## config.mk

```make
export PLATFORM = sky130hd
export DESIGN_NAME = dma_desc_engine
export DESIGN_NICKNAME = d
export VERILOG_FILES = /design/src/rtl/dma_desc_pkg.sv /design/src/rtl/dma_desc_check.sv /design/src/rtl/dma_port_calc.sv /design/src/rtl/dma_desc_engine.sv
export SDC_FILE = /design/constraint.sdc
export NUM_CORES = 1
export LEC_CHECK = 0
export BUFFER_PORTS_ARGS = -buffer_cell sky130_fd_sc_hd__buf_2
export CAP_MARGIN = 20
export CORE_MARGIN = 1.5
export CORE_UTILIZATION = 53
export DETAILED_ROUTE_END_ITERATION = 10
export PLACE_DENSITY_LB_ADDON = 0.25
export SYNTH_ARGS = -nofsm -noshare
export SYNTH_HDL_FRONTEND = slang
export SYNTH_HIERARCHICAL = 1
export SYNTH_SLANG_ARGS = --single-unit
```

## constraint.sdc

```tcl
create_clock -name clk -period 3.23 [get_ports clk]
set_input_delay 0.1615 -clock clk [delete_from_list [all_inputs] [get_ports clk]]
set_output_delay 0.1615 -clock clk [all_outputs]
set_load 0.02 [all_outputs]
```

## src/rtl/dma_desc_pkg.sv

```systemverilog
package dma_desc_pkg;

    typedef enum logic [1:0] {
        ST_IDLE = 2'd0,
        ST_RD   = 2'd1,
        ST_WR   = 2'd2
    } xfer_st_e;

    localparam logic [1:0] WID_BYTE  = 2'b00;
    localparam logic [1:0] WID_HALF  = 2'b01;
    localparam logic [1:0] WID_WORD  = 2'b10;
    localparam logic [1:0] WID_RSVD  = 2'b11;
    localparam logic [1:0] STEP_HOLD = 2'b11;

    typedef struct packed {
        logic [15:0] count;
        logic [1:0]  rsv_hi;
        logic [1:0]  width;
        logic [1:0]  dst_step;
        logic [1:0]  src_step;
        logic        no_flag;
        logic [6:0]  rsv_lo;
    } ctl_word_t;

    function automatic int unsigned item_bytes(input logic [1:0] w);
        case (w)
            WID_HALF: item_bytes = 2;
            WID_WORD: item_bytes = 4;
            default:  item_bytes = 1;
        endcase
    endfunction

endpackage

```

## src/rtl/dma_desc_check.sv

```systemverilog
module dma_desc_check
    import dma_desc_pkg::*;
#(
    parameter int MAX_ITEMS = 16384,
    parameter int CNT_W     = 16,
    parameter int LB        = 2
) (
    input  logic [CNT_W-1:0] count,
    input  logic [1:0]       width,
    input  logic [1:0]       src_step,
    input  logic [1:0]       dst_step,
    input  logic [LB-1:0]    src_lo,
    input  logic [LB-1:0]    dst_lo,
    input  logic             mem_to_mem,
    output logic             ok
);
    localparam logic [CNT_W-1:0] CNT_MAX = CNT_W'(MAX_ITEMS - 1);

    logic bad_width, bad_align, bad_count, bad_hold;

    function automatic logic misaligned(input logic [LB-1:0] lo, input logic [1:0] w);
        case (w)
            WID_HALF: misaligned = lo[0];
            WID_WORD: misaligned = |lo;
            default:  misaligned = 1'b0;
        endcase
    endfunction

    always_comb begin
        bad_width = (width == WID_RSVD);
        bad_align = misaligned(src_lo, width) | misaligned(dst_lo, width);
        bad_count = (count > CNT_MAX);
        bad_hold  = mem_to_mem & ((src_step == STEP_HOLD) | (dst_step == STEP_HOLD));
        ok        = !(bad_width | bad_align | bad_count | bad_hold);
    end
endmodule

```

## src/rtl/dma_port_calc.sv

```systemverilog
module dma_port_calc
    import dma_desc_pkg::*;
#(
    parameter int ADDR_W = 32,
    parameter int LANES  = 4,
    parameter int LB     = $clog2(LANES)
) (
    input  logic [ADDR_W-1:0] addr,
    input  logic [1:0]        width,
    input  logic [1:0]        step,
    output logic [LANES-1:0]  be,
    output logic [ADDR_W-1:0] addr_nx
);
    always_comb begin
        case (width)
            WID_HALF: be = LANES'(3) << {addr[LB-1:1], 1'b0};
            WID_WORD: be = '1;
            default:  be = LANES'(1) << addr[LB-1:0];
        endcase
        if (step == STEP_HOLD) addr_nx = addr;
        else                   addr_nx = addr + ADDR_W'(item_bytes(width));
    end
endmodule

```

## src/rtl/dma_desc_engine.sv

```systemverilog
module dma_desc_engine
    import dma_desc_pkg::*;
#(
    parameter int ADDR_W    = 32,
    parameter int DATA_W    = 32,
    parameter int MAX_ITEMS = 16384,
    parameter int CNT_W     = 16,
    parameter int LANES     = DATA_W / 8,
    parameter int LEFT_W    = $clog2(MAX_ITEMS + 1)
) (
    input  logic              clk,
    input  logic              rst_n,
    input  logic              start,
    input  logic [31:0]       desc_ctl,
    input  logic [ADDR_W-1:0] desc_src,
    input  logic [ADDR_W-1:0] desc_dst,
    input  logic              mem_to_mem,
    input  logic              done_clr,
    output logic              busy,
    output logic              err,
    output logic [LEFT_W-1:0] items_left,
    output logic              done_flag,
    output logic              rd_valid,
    output logic [ADDR_W-1:0] rd_addr,
    output logic [LANES-1:0]  rd_be,
    input  logic              rd_ready,
    input  logic [DATA_W-1:0] rd_data,
    output logic              wr_valid,
    output logic [ADDR_W-1:0] wr_addr,
    output logic [LANES-1:0]  wr_be,
    output logic [DATA_W-1:0] wr_data,
    input  logic              wr_ready
);
    localparam int LB = $clog2(LANES);

    typedef struct packed {
        xfer_st_e          st;
        logic [ADDR_W-1:0] sa;
        logic [ADDR_W-1:0] da;
        logic [1:0]        width;
        logic [1:0]        sstep;
        logic [1:0]        dstep;
        logic              no_flag;
        logic [LEFT_W-1:0] left;
        logic [DATA_W-1:0] item;
        logic              err;
        logic              done;
    } eng_t;

    eng_t d, q;
    ctl_word_t cw;
    logic desc_ok;

    logic [ADDR_W-1:0] pa   [2];
    logic [1:0]        pstp [2];
    logic [LANES-1:0]  pbe  [2];
    logic [ADDR_W-1:0] pnx  [2];

    assign cw = ctl_word_t'(desc_ctl);

    dma_desc_check #(.MAX_ITEMS(MAX_ITEMS), .CNT_W(CNT_W), .LB(LB)) u_check (
        .count(cw.count), .width(cw.width), .src_step(cw.src_step), .dst_step(cw.dst_step),
        .src_lo(desc_src[LB-1:0]), .dst_lo(desc_dst[LB-1:0]),
        .mem_to_mem(mem_to_mem), .ok(desc_ok)
    );

    assign pa[0]   = q.sa;
    assign pa[1]   = q.da;
    assign pstp[0] = q.sstep;
    assign pstp[1] = q.dstep;

    for (genvar gi = 0; gi < 2; gi++) begin : g_port
        dma_port_calc #(.ADDR_W(ADDR_W), .LANES(LANES), .LB(LB)) u_calc (
            .addr(pa[gi]), .width(q.width), .step(pstp[gi]),
            .be(pbe[gi]), .addr_nx(pnx[gi])
        );
    end

    function automatic logic [DATA_W-1:0] width_mask(input logic [1:0] w);
        case (w)
            WID_BYTE: width_mask = DATA_W'(8'hFF);
            WID_HALF: width_mask = DATA_W'(16'hFFFF);
            default:  width_mask = '1;
        endcase
    endfunction

    always_comb begin
        d     = q;
        d.err = 1'b0;
        if (done_clr) d.done = 1'b0;
        case (q.st)
            ST_IDLE: begin
                if (start) begin
                    if (desc_ok) begin
                        d.st      = ST_RD;
                        d.sa      = desc_src;
                        d.da      = desc_dst;
                        d.width   = cw.width;
                        d.sstep   = cw.src_step;
                        d.dstep   = cw.dst_step;
                        d.no_flag = cw.no_flag;
                        d.left    = LEFT_W'(cw.count) + LEFT_W'(1);
                    end else begin
                        d.err = 1'b1;
                    end
                end
            end
            ST_RD: begin
                if (rd_ready) begin
                    d.item = (rd_data >> {q.sa[LB-1:0], 3'b000}) & width_mask(q.width);
                    d.st   = ST_WR;
                end
            end
            ST_WR: begin
                if (wr_ready) begin
                    d.left = q.left - LEFT_W'(1);
                    d.sa   = pnx[0];
                    d.da   = pnx[1];
                    if (q.left == LEFT_W'(1)) begin
                        d.st = ST_IDLE;
                        if (!q.no_flag) d.done = 1'b1;
                    end else begin
                        d.st = ST_RD;
                    end
                end
            end
            default: d.st = ST_IDLE;
        endcase
    end

    always_ff @(posedge clk or negedge rst_n) begin
        if (!rst_n) begin
            q <= '{st: ST_IDLE, width: WID_BYTE, default: '0};
        end else begin
            q <= d;
        end
    end

    assign busy       = (q.st != ST_IDLE);
    assign err        = q.err;
    assign items_left = q.left;
    assign done_flag  = q.done;
    assign rd_valid   = (q.st == ST_RD);
    assign rd_addr    = q.sa;
    assign rd_be      = pbe[0];
    assign wr_valid   = (q.st == ST_WR);
    assign wr_addr    = q.da;
    assign wr_be      = pbe[1];
    assign wr_data    = q.item << {q.da[LB-1:0], 3'b000};

    assert_err_quiet_R7: assert property (@(posedge clk) disable iff (!rst_n)
        err |-> (!busy && !rd_valid && !wr_valid));

    assert_rd_hold_R5: assert property (@(posedge clk) disable iff (!rst_n)
        (rd_valid && !rd_ready) |=> (rd_valid && $stable(rd_addr) && $stable(rd_be)));

    assert_wr_hold_R5: assert property (@(posedge clk) disable iff (!rst_n)
        (wr_valid && !wr_ready) |=> (wr_valid && $stable(wr_addr) && $stable(wr_data) && $stable(wr_be)));

    assert_one_phase_R5: assert property (@(posedge clk) disable iff (!rst_n)
        !(rd_valid && wr_valid));

    assert_left_step_R2: assert property (@(posedge clk) disable iff (!rst_n)
        (wr_valid && wr_ready) |=> (items_left == $past(items_left) - LEFT_W'(1)));

    assert_be_count_R3: assert property (@(posedge clk) disable iff (!rst_n)
        rd_valid |-> ($countones(rd_be) == item_bytes(q.width)));

    assert_hold_addr_R4: assert property (@(posedge clk) disable iff (!rst_n)
        (wr_valid && wr_ready && q.sstep == STEP_HOLD) |=> (q.sa == $past(q.sa)));

    assert_flag_src_R8: assert property (@(posedge clk) disable iff (!rst_n)
        $rose(done_flag) |-> $past(wr_valid && wr_ready));

    assert_idle_empty_R9: assert property (@(posedge clk) disable iff (!rst_n)
        !busy |-> (items_left == '0));
endmodule

```

==> Yosys cells after proc, flatten, opt, wreduce, memory -nomap -nowiden <==
Index checks and enable logic that the tools add are counted.
{ "classes": {"addsub": 4, "n_eq_ne": 18, "reduce_logical": 12, "n_mux": 29, "magnitude_cmp": 1, "n_bitwise": 8, "n_shift": 6} }
{ "op_table": {"columns": ["operator", "n"], "rows": [
  ["two-way mux 32 bit", 6],
  ["two-way mux 88 bit", 2],
  ["one-hot mux 64 bit (2 select lines)", 1],
  ["two-way mux 66 bit", 1],
  ["adder 32 bit", 2],
  ["one-hot mux 32 bit (2 select lines)", 1],
  ["bitwise AND 32 bit", 1],
  ["left shift 32 x 5 -> 32 bit", 1],
  ["right shift 32 x 5 -> 32 bit", 1],
  ["one-hot mux 15 bit (2 select lines)", 1],
  ["equality test 2 bit (second input constant)", 8],
  ["greater-than comparator 16 x 14 -> 1 bit (second input constant)", 1],
  ["one-hot mux 4 bit (2 select lines)", 2],
  ["adder 15 x 1 -> 15 bit (second input constant)", 1],
  ["equality test 15 x 1 -> 1 bit (second input constant)", 1],
  ["two-way mux 15 bit", 1],
  ["subtractor 15 x 1 -> 15 bit (second input constant)", 1],
  ["AND reduction 5 bit", 2],
  ["two-way mux 1 bit", 9],
  ["inequality test 2 bit (second input constant)", 4],
  ["AND reduction 4 bit", 2],
  ["left shift 1 x 2 -> 4 bit (first input constant)", 2],
  ["left shift 2 x 2 -> 4 bit (first input constant)", 2],
  ["equality test 2 x 1 -> 1 bit (second input constant)", 3],
  ["other kinds (13)", 22]
]} }
{ "word_totals": {"word_cells": 89, "input_bits": 135, "regBits": 122, "output_inout_bits": 124} }

==> Logic depth before layout (Yosys ltp) <==
Gate-level depths: netlist of run 1.
{ "depth": {"depth_word": 9, "ltp_mapped": 12, "depth_no_buf": 10} }

==> Modules after synthesis <==
Netlist of run 1, hierarchy kept.
{ "by_module_without_submodules": {"columns": ["module", "cells_per_inst", "area_each_um2", "seq_area_each_um2", "instances"], "rows": [
  ["dma_desc_engine", 782, 7051.8, 3052.9, 1],
  ["dma_port_calc", 125, 845.8, 0.0, 2],
  ["dma_desc_check", 11, 95.1, 0.0, 1]
]} }

==> Worst setup path before layout of run 1 <==
No wires, ideal clock.
{ "synth_path": {"path_type": "register to register", "startpoint": "register q[54] in the netlist's numbering", "endpoint": "register q (netlist bit rd_addr[8])", "setup_time_ps": 126, "period_less_slack_ps": 2575, "setup_slack_ps": 655, "n_path_buf": 0, "required_ps": 3104, "path_stages_with_launch": 11, "arrival_time_ps": 2449, "cell_sequence": "dfrtp_1 inv_1 ha_1 ha_1 fa_1 a21oi_1 nor3_4 and3_1 xor2_1 a221oi_1 nor2_1"} }
{ "synth_rtl": {"columns": ["item", "line", "source"], "rows": [
  ["start: declaration", "dma_desc_engine.sv:50", "eng_t d, q;"],
  ["start signal: assignment", "dma_desc_engine.sv:133", "q <= '{st: ST_IDLE, width: WID_BYTE, default: '0};"],
  ["start signal: assignment", "dma_desc_engine.sv:135", "q <= d;"]
]} }

==> Final worst setup path of run 1 <==
{ "layout_path": {"startpoint": "input port desc_ctl[13]", "endpoint": "register q (netlist bit rd_addr[10])"} }
{ "layout_between": {"elab_chain_cells": 8, "word_cells_on_any_way": 11, "classes_between": "eq/ne: 4; mux: 2; bitwise: 4; reduce/logical: 1"} }
{ "layout_rtl": {"columns": ["item", "line", "source"], "rows": [
  ["start: declaration", "dma_desc_engine.sv:14", "input logic [31:0] desc_ctl,"],
  ["equality test 2 bit or equality test 2 x 1 -> 1 bit (tied branches)", "dma_desc_check.sv:22", "case (w)"],
  ["one-hot mux 1 bit (2 select lines)", "dma_desc_check.sv:22", null],
  ["OR 1 bit", "dma_desc_check.sv:31", "bad_align = misaligned(src_lo, width) | misaligned(dst_lo, width);"],
  ["OR 1 bit (*) (3 in series)", "dma_desc_check.sv:34", "ok = !(bad_width | bad_align | bad_count | bad_hold);"],
  ["inequality test 2 bit (no source line) (*)", null, null],
  ["AND reduction 5 bit (no source line) (*)", null, null]
]} }
Every way passes the cells marked *; elsewhere a longest branch is shown, timed or not.
A chain may end at the register's enable or synchronous reset.

==> results of run 1 <==
-- worst min-delay path by stage --
| stage | end | start |
|---|---|---|
| CTS | q[54] | desc_ctl[12] |
| global placement | q[8] | rst_n |
| floorplan | done_flag | rst_n |
| global route | err | start |
| detailed placement | q[8] | rst_n |
| finish | wr_addr[9] | desc_dst[9] |
-- worst register-to-register path: stages, from the launching register on --
cell and delay (ps):
dfrtp_1 520, inv_1 80, ha_1 360, ha_1 240, fa_1 400, a21oi_1 340, nor3_4 110, and3_1 210
xor2_1 140, a221oi_1 280, nor2_1 60
-- flip-flops by register name (all words and copies together), names as in the netlist --
name and cells:
q 37, rd_addr 32, wr_addr 32, items_left 15, pstp 4, done_flag 1
err 1
-- through the flow --
step / total power [mW] / utilization / hold WS (ps) / cell area [sq um]
global route: 12.1 / 0.659 / 12.3 / 10800
CTS: 11.3 / 0.659 / 0.483 / 10800
global placement: 9.11 / 0.590 / 320 / 9690
finish: 11.3 / 0.659 / 9.88 / 10800
floorplan: 8.07 / - / -134 / 8840
detailed placement: 9.23 / 0.590 / 318 / 9690
-- cell usage after synthesis, types with 11 or more instances --
master / n / area [sq um]
nor2_1: 164 / 616
dfrtp_1: 122 / 3050
nand2_1: 86 / 323
buf_4: 83 / 623
a221oi_1: 64 / 561
xnor2_1: 63 / 552
a21oi_1: 40 / 200
o21ai_0: 40 / 200
clkbuf_1: 36 / 135
nand4_1: 36 / 225
mux2i_1: 33 / 330
inv_1: 26 / 97.6
nand3_1: 26 / 130
nor2b_1: 20 / 125
ha_1: 18 / 225
a211oi_1: 17 / 128
a22o_1: 17 / 149
buf_2: 13 / 65.1
nor3_1: 13 / 65.1
o21ai_1: 11 / 55.1
-- where the power goes --
part           leakage [nW]  internal [mW]  total [mW]  switching (mW)
Clock                 0.309           1.30        1.99           0.686
Sequential             1.51           2.24        3.17           0.931
Combinational          3.15           2.32        6.13            3.81
-- area by class of cell --
class / instances / area (sq um) / area share
Antenna cell: 3 / 7.51 / 0.000694
Multi-Input combinational cell: 757 / 4860 / 0.449
Inverter: 27 / 101 / 0.00937
Sequential cell: 122 / 3050 / 0.282
Clock inverter: 8 / 115 / 0.0106
Tap cell: 220 / 275 / 0.0254
Timing Repair Buffer: 315 / 1910 / 0.177
Clock buffer: 23 / 498 / 0.0460
-- kinds of logic (layout without fill, tap and decap cells) --
| kind of cell | Yosys count | in the layout | synth area share |
|---|---|---|---|
| buf+inv | 164 | 373 | 0.107 |
| simple gates | 407 | 407 | 0.223 |
| compound gates | 216 | 216 | 0.175 |
| flops | 122 | 122 | 0.345 |
| xor+xnor | 73 | 73 | 0.0723 |
| mux | 41 | 41 | 0.0476 |
| other cells | 0 | 3 | 0 |
| fa+ha+maj | 20 | 20 | 0.0300 |
-- metal layers --
metal	wire (microns)	share of wire	global-route usage
met5	0	0	0
met4	668	0.027	0.116
met2	11900	0.48	0.465
met3	1370	0.056	0.0557
met1	10700	0.43	0.365
==> reports/metrics.yaml, run 1 <==
clk_latency_ps: 420
num_vias: 8383
crit_path_top_delay_cell: "a21oi_4"
synthCells: 1043
power_density_nw_per_um2: 1040
end_kind: "flip-flop"
fillers: 1383
synth.yosys.warnings: 6
layout-drive-gt1-share: 0.258
grtUsageTotal: 0.282
fin_skew_ps: 9.86
tns_ps: 0
antenna_found_initial: 3
r2r_end: "wr_addr[8]"
io_buffers: 249
crit_cells: 9
leakage_nw: 4.97
cp.required_ps: 3580
drt_iter0_drc: 557
clk_pin_slew_ps: 60
hold_buffers: 51
place_ws_ps: 375
fp-row-count: 47
viasPerCell: 5.68
synth_edf_count: 0
syn-cell-area_sq_um: 8840
grt_overflow: 0
instances_no_fill: 1475
dr.pass1.iters: 5
cts_tree: "done"
hold_depth: 3
peakVddDrop_mv: 0.547
crit_family: "compound AO/OA/AOI/OAI gates"
yosysSeqAreaShare: 0.345
avgSynthCellArea_sq_um: 8.47
root_buffer: "clkbuf_16"
period_needed_ps: 2870
maxCapViolations: 0
worst_r2r_startpoint: "q[54]"
cp-start-kind: "primary input"
startpoint: "desc_ctl[13]"
ys_ff_latch: 122
worst-r2r-setup-slack_ps: 380
place_congestion: 0.850
final_cell_mix: "buf_2, nor2_1, dfrtp_1"
synth_cell_types: 64
max_slew.worst_pin.slew_ps: 989
critical_path.max_fanout: 48
endpoint: "rd_addr[10]"
placedCellCount: 1390
cp_num_buf_inv: 3
cts_made_buffers: 17
start_util: 0.539
die_x_microns: 132
rsz0062_at_grt: "false"
synthToLayoutAreaGrowth_pct: 22.4
setup-violations-final: 0
hold_violations: 0
r2r.worst_path.cells: 10
grt_pass1_wl_mm: 40.0
synthFlopType: "dfrtp_1"
dpl.hpwl_mm: 16.4
cts_resized: 0
wirelength_mm: 24.7
die_h_microns: 132
fmax_mhz: 348
slew_headroom: 0.339
critPathKind: "in -> reg"
die-area_sq_um: 17500
core-area_sq_um: 16400
wl_per_cell_microns: 16.7
ant_nets: 0
cp_cell_sequence: "dlygate4sd3_1 -> buf_2 -> ha_1 -> o31a_1 -> and4bb_2 -> a21oi_4 -> buf_12 -> a221oi_1 -> nor2_1"
status: "finished clean"
cts_sinks: 122
drc: 0
hp-class: "in -> reg"
design.portCount: 259
finalNetCount: 1395
grt_max_degree: 75
cts_max_path_buffers: 2
finalWorstSetupSlack_ps: 355
post-cts-setup-buffers: 0
synth-async-reset-ratio: 1.00
syn-num-nets: 1198
finalMaxSlewViolations: 0
htree_num_levels: 4
crit_arrival_ps: 3220
fin_crit_sh: 0.890
slowest_delay_ps: 790
final_common_cell: "buf_2"
grt_pass1_vias: 7942
(Power assumes the default switching activity.)
==> run 2, diff against run 1 <==
==> constraint.sdc (replaced) <==
create_clock -name clk -period 3.23 [get_ports clk]
set_input_delay 0.4845 -clock clk [delete_from_list [all_inputs] [get_ports clk]]
set_output_delay 0.4845 -clock clk [all_outputs]
set_load 0.02 [all_outputs]
==> run 2 against run 1 <==
  * Setup slack improved by 140 ps
  * First-iteration DRC count shrank 1.4%
  * Sequential power hardly changed
  * Combinational power is essentially flat
  * Clock power is 3% higher
  * Critical path depth up 1
  * Core utilization fell by 2.8 points
  * Maximum frequency grew 5.0%
  * Global-route usage is 0.45 points lower
  * Wire length decreased by 1.7%
  * Non-clock buffer count is 47 lower
  * Largest cell class unchanged
  * Largest power group unchanged
  * Highest routed layer unchanged
==> reports/metrics.yaml, run 2 (synthesized netlist as in run 1, its figures left out) <==
status: "finished clean"
sw_frac_of_total: 0.478  # -0.00259
die_h_microns: 132  # unchanged
cp.required_ps: 3530  # -50 ps
dr.pass1.iters: 5  # unchanged
post-cts-setup-buffers: 0  # unchanged
use_met1: 0.364  # -0.00103
use_met2: 0.461  # -0.00407
end_kind: "flip-flop"
leakage_nw: 4.78  # -3.9%
top_register: "q"
finalNetCount: 1348  # -3.4%
place_congestion: 0.853  # +0.39%
layout-drive-gt1-share: 0.270  # +0.0117
clk_latency_ps: 410  # about the same
grt_max_degree: 72  # -4.0%
finalMaxSlewViolations: 0  # unchanged
critPathKind: "reg -> reg"
io_buffers: 249  # unchanged
antenna_found_initial: 1  # -2
die_x_microns: 132  # unchanged
viasPerCell: 5.71  # +0.47%
final_cell_mix: "buf_2, nor2_1, dfrtp_1"
period_needed_ps: 2740  # -138 ps
setup-violations-final: 0  # unchanged
crit_path_top_delay_cell: "dfrtp_1"
num_vias: 8148  # -2.8%
crit_arrival_ps: 3040  # -180 ps
dpl.hpwl_mm: 16.8  # +2.0%
p_total_mw: 11.3  # +0.32%
crit_family: "adder cells"
largest_reg_flops: 37  # unchanged
drc: 0  # unchanged
whs_ps: 106  # +95.6 ps
cp_num_buf_inv: 1  # -2
clock_power_share: 0.181  # +0.005
grt_pass1_vias: 7699  # -3.1%
start_util: 0.539  # unchanged
drt_iter0_drc: 549  # -1.4%
grt_pass1_wl_mm: 39.0  # -2.5%
cts_sinks: 122  # unchanged
busiest_layer: "met2"
slew_headroom: 0.503  # +0.164
hold_violations: 0  # unchanged
switching_power_mw: 5.41  # -0.22%
maxCapViolations: 0  # unchanged
cpMostUsedCell: "ha_1"
r2r.worst_path.cells: 10  # unchanged
design.portCount: 259  # unchanged
seq_power_share: 0.281  # about the same
cts_resized: 0  # unchanged
p_int_mw: 5.92  # +0.82%
wl_per_cell_microns: 17.0  # +1.6%
fp-row-count: 47  # unchanged
rsz0062_at_grt: "false"
clk_pin_slew_ps: 60  # about the same
root_buffer: "clkbuf_16"
critical_path.max_fanout: 6  # -88%
htree_num_levels: 4  # unchanged
die-area_sq_um: 17500  # unchanged
fmax_mhz: 365  # +5.0%
power_density_nw_per_um2: 1090  # +4.7%
cts_made_buffers: 17  # unchanged
synthToLayoutAreaGrowth_pct: 17.2
fin_crit_sh: 0.847  # -0.0426
cp-start-kind: "flip-flop"
cts_tree: "done"
cts_max_path_buffers: 2  # unchanged
grtUsageTotal: 0.278  # -0.00453
power_frac_comb: 0.539  # -0.004
fin_skew_ps: 11.5  # +1.67 ps
tns_ps: 0  # unchanged
gr-usage-met3: 0.0592  # +0.00346
slowest_delay_ps: 440  # -350 ps
wirelength_mm: 24.2  # -1.7%
crit_cells: 10  # +1
peakVddDrop_mv: 0.562  # +2.7%
cp_cell_sequence: "inv_1 -> ha_1 -> ha_1 -> fa_1 -> a21oi_1 -> nor3_4 -> and3_1 -> xor2_1 -> a221oi_1 -> nor2_1"
hold_buffers: 0  # -100%
grt_overflow: 0  # unchanged
final_common_cell: "buf_2"
max_slew.worst_pin.slew_ps: 743  # -246 ps
hp-class: "in -> async"
core-area_sq_um: 16400  # unchanged
ant_nets: 0  # unchanged
run 2: layout make-up:
cell class | instances | area (sq um)
diodes | 2 | 5.00
well taps | 220 | 275
clock buffers | 24 | 492
flip-flops and latches | 122 | 3050
clock inverters | 7 | 138
repair buffers | 268 | 1440
multi-input cells | 757 | 4860
fillers | 1468 | 6040
inverters | 27 | 101
run 2: worst paths after layout:
path,end,slack (ps),from
worst max-delay path,rd_addr[8],490,q[54]
worst min-delay path,q[8],110,rst_n
worst max register to register,rd_addr[8],490,q[54]
worst min register to register,done_flag,480,q[49]
max in group asynchronous,q[120],2370,rst_n
min in group clk,done_flag,260,done_clr
run 2: metal layers:
| layer | wire length, microns | share of wire | vias up |
|---|---|---|---|
| met1 | 10700 | 0.44 | 3913 |
| li1 | - | - | 3960 |
| met2 | 11900 | 0.49 | 247 |
| met3 | 1270 | 0.052 | 28 |
| met4 | 375 | 0.015 | 0 |
| met5 | 0 | 0 | - |
run 2: through the flow:
step	setup slack [ps]	instance area, sq um	utilization	cells
after global routing	267	10400	0.631	1426
after floorplan	655	8840	-	1043
after global placement	525	9730	0.593	1394
after CTS	454	10400	0.631	1425
final	493	10400	0.632	1427
after detailed placement	474	9730	0.593	1394
run 2: power by group through the flow:
| stage | Clock (mW) | Sequential [mW] | Combinational (mW) |
|---|---|---|---|
| 5_1_grt | 2.15 | 3.30 | 6.67 |
| 6_report | 2.05 | 3.18 | 6.10 |
| 4_1_cts | 2.07 | 3.16 | 6.13 |
| 3_3_place_gp | 0 | 3.16 | 5.98 |
| 2_1_floorplan | 0 | 2.96 | 5.11 |
| 3_5_place_dp | 0 | 3.18 | 6.10 |
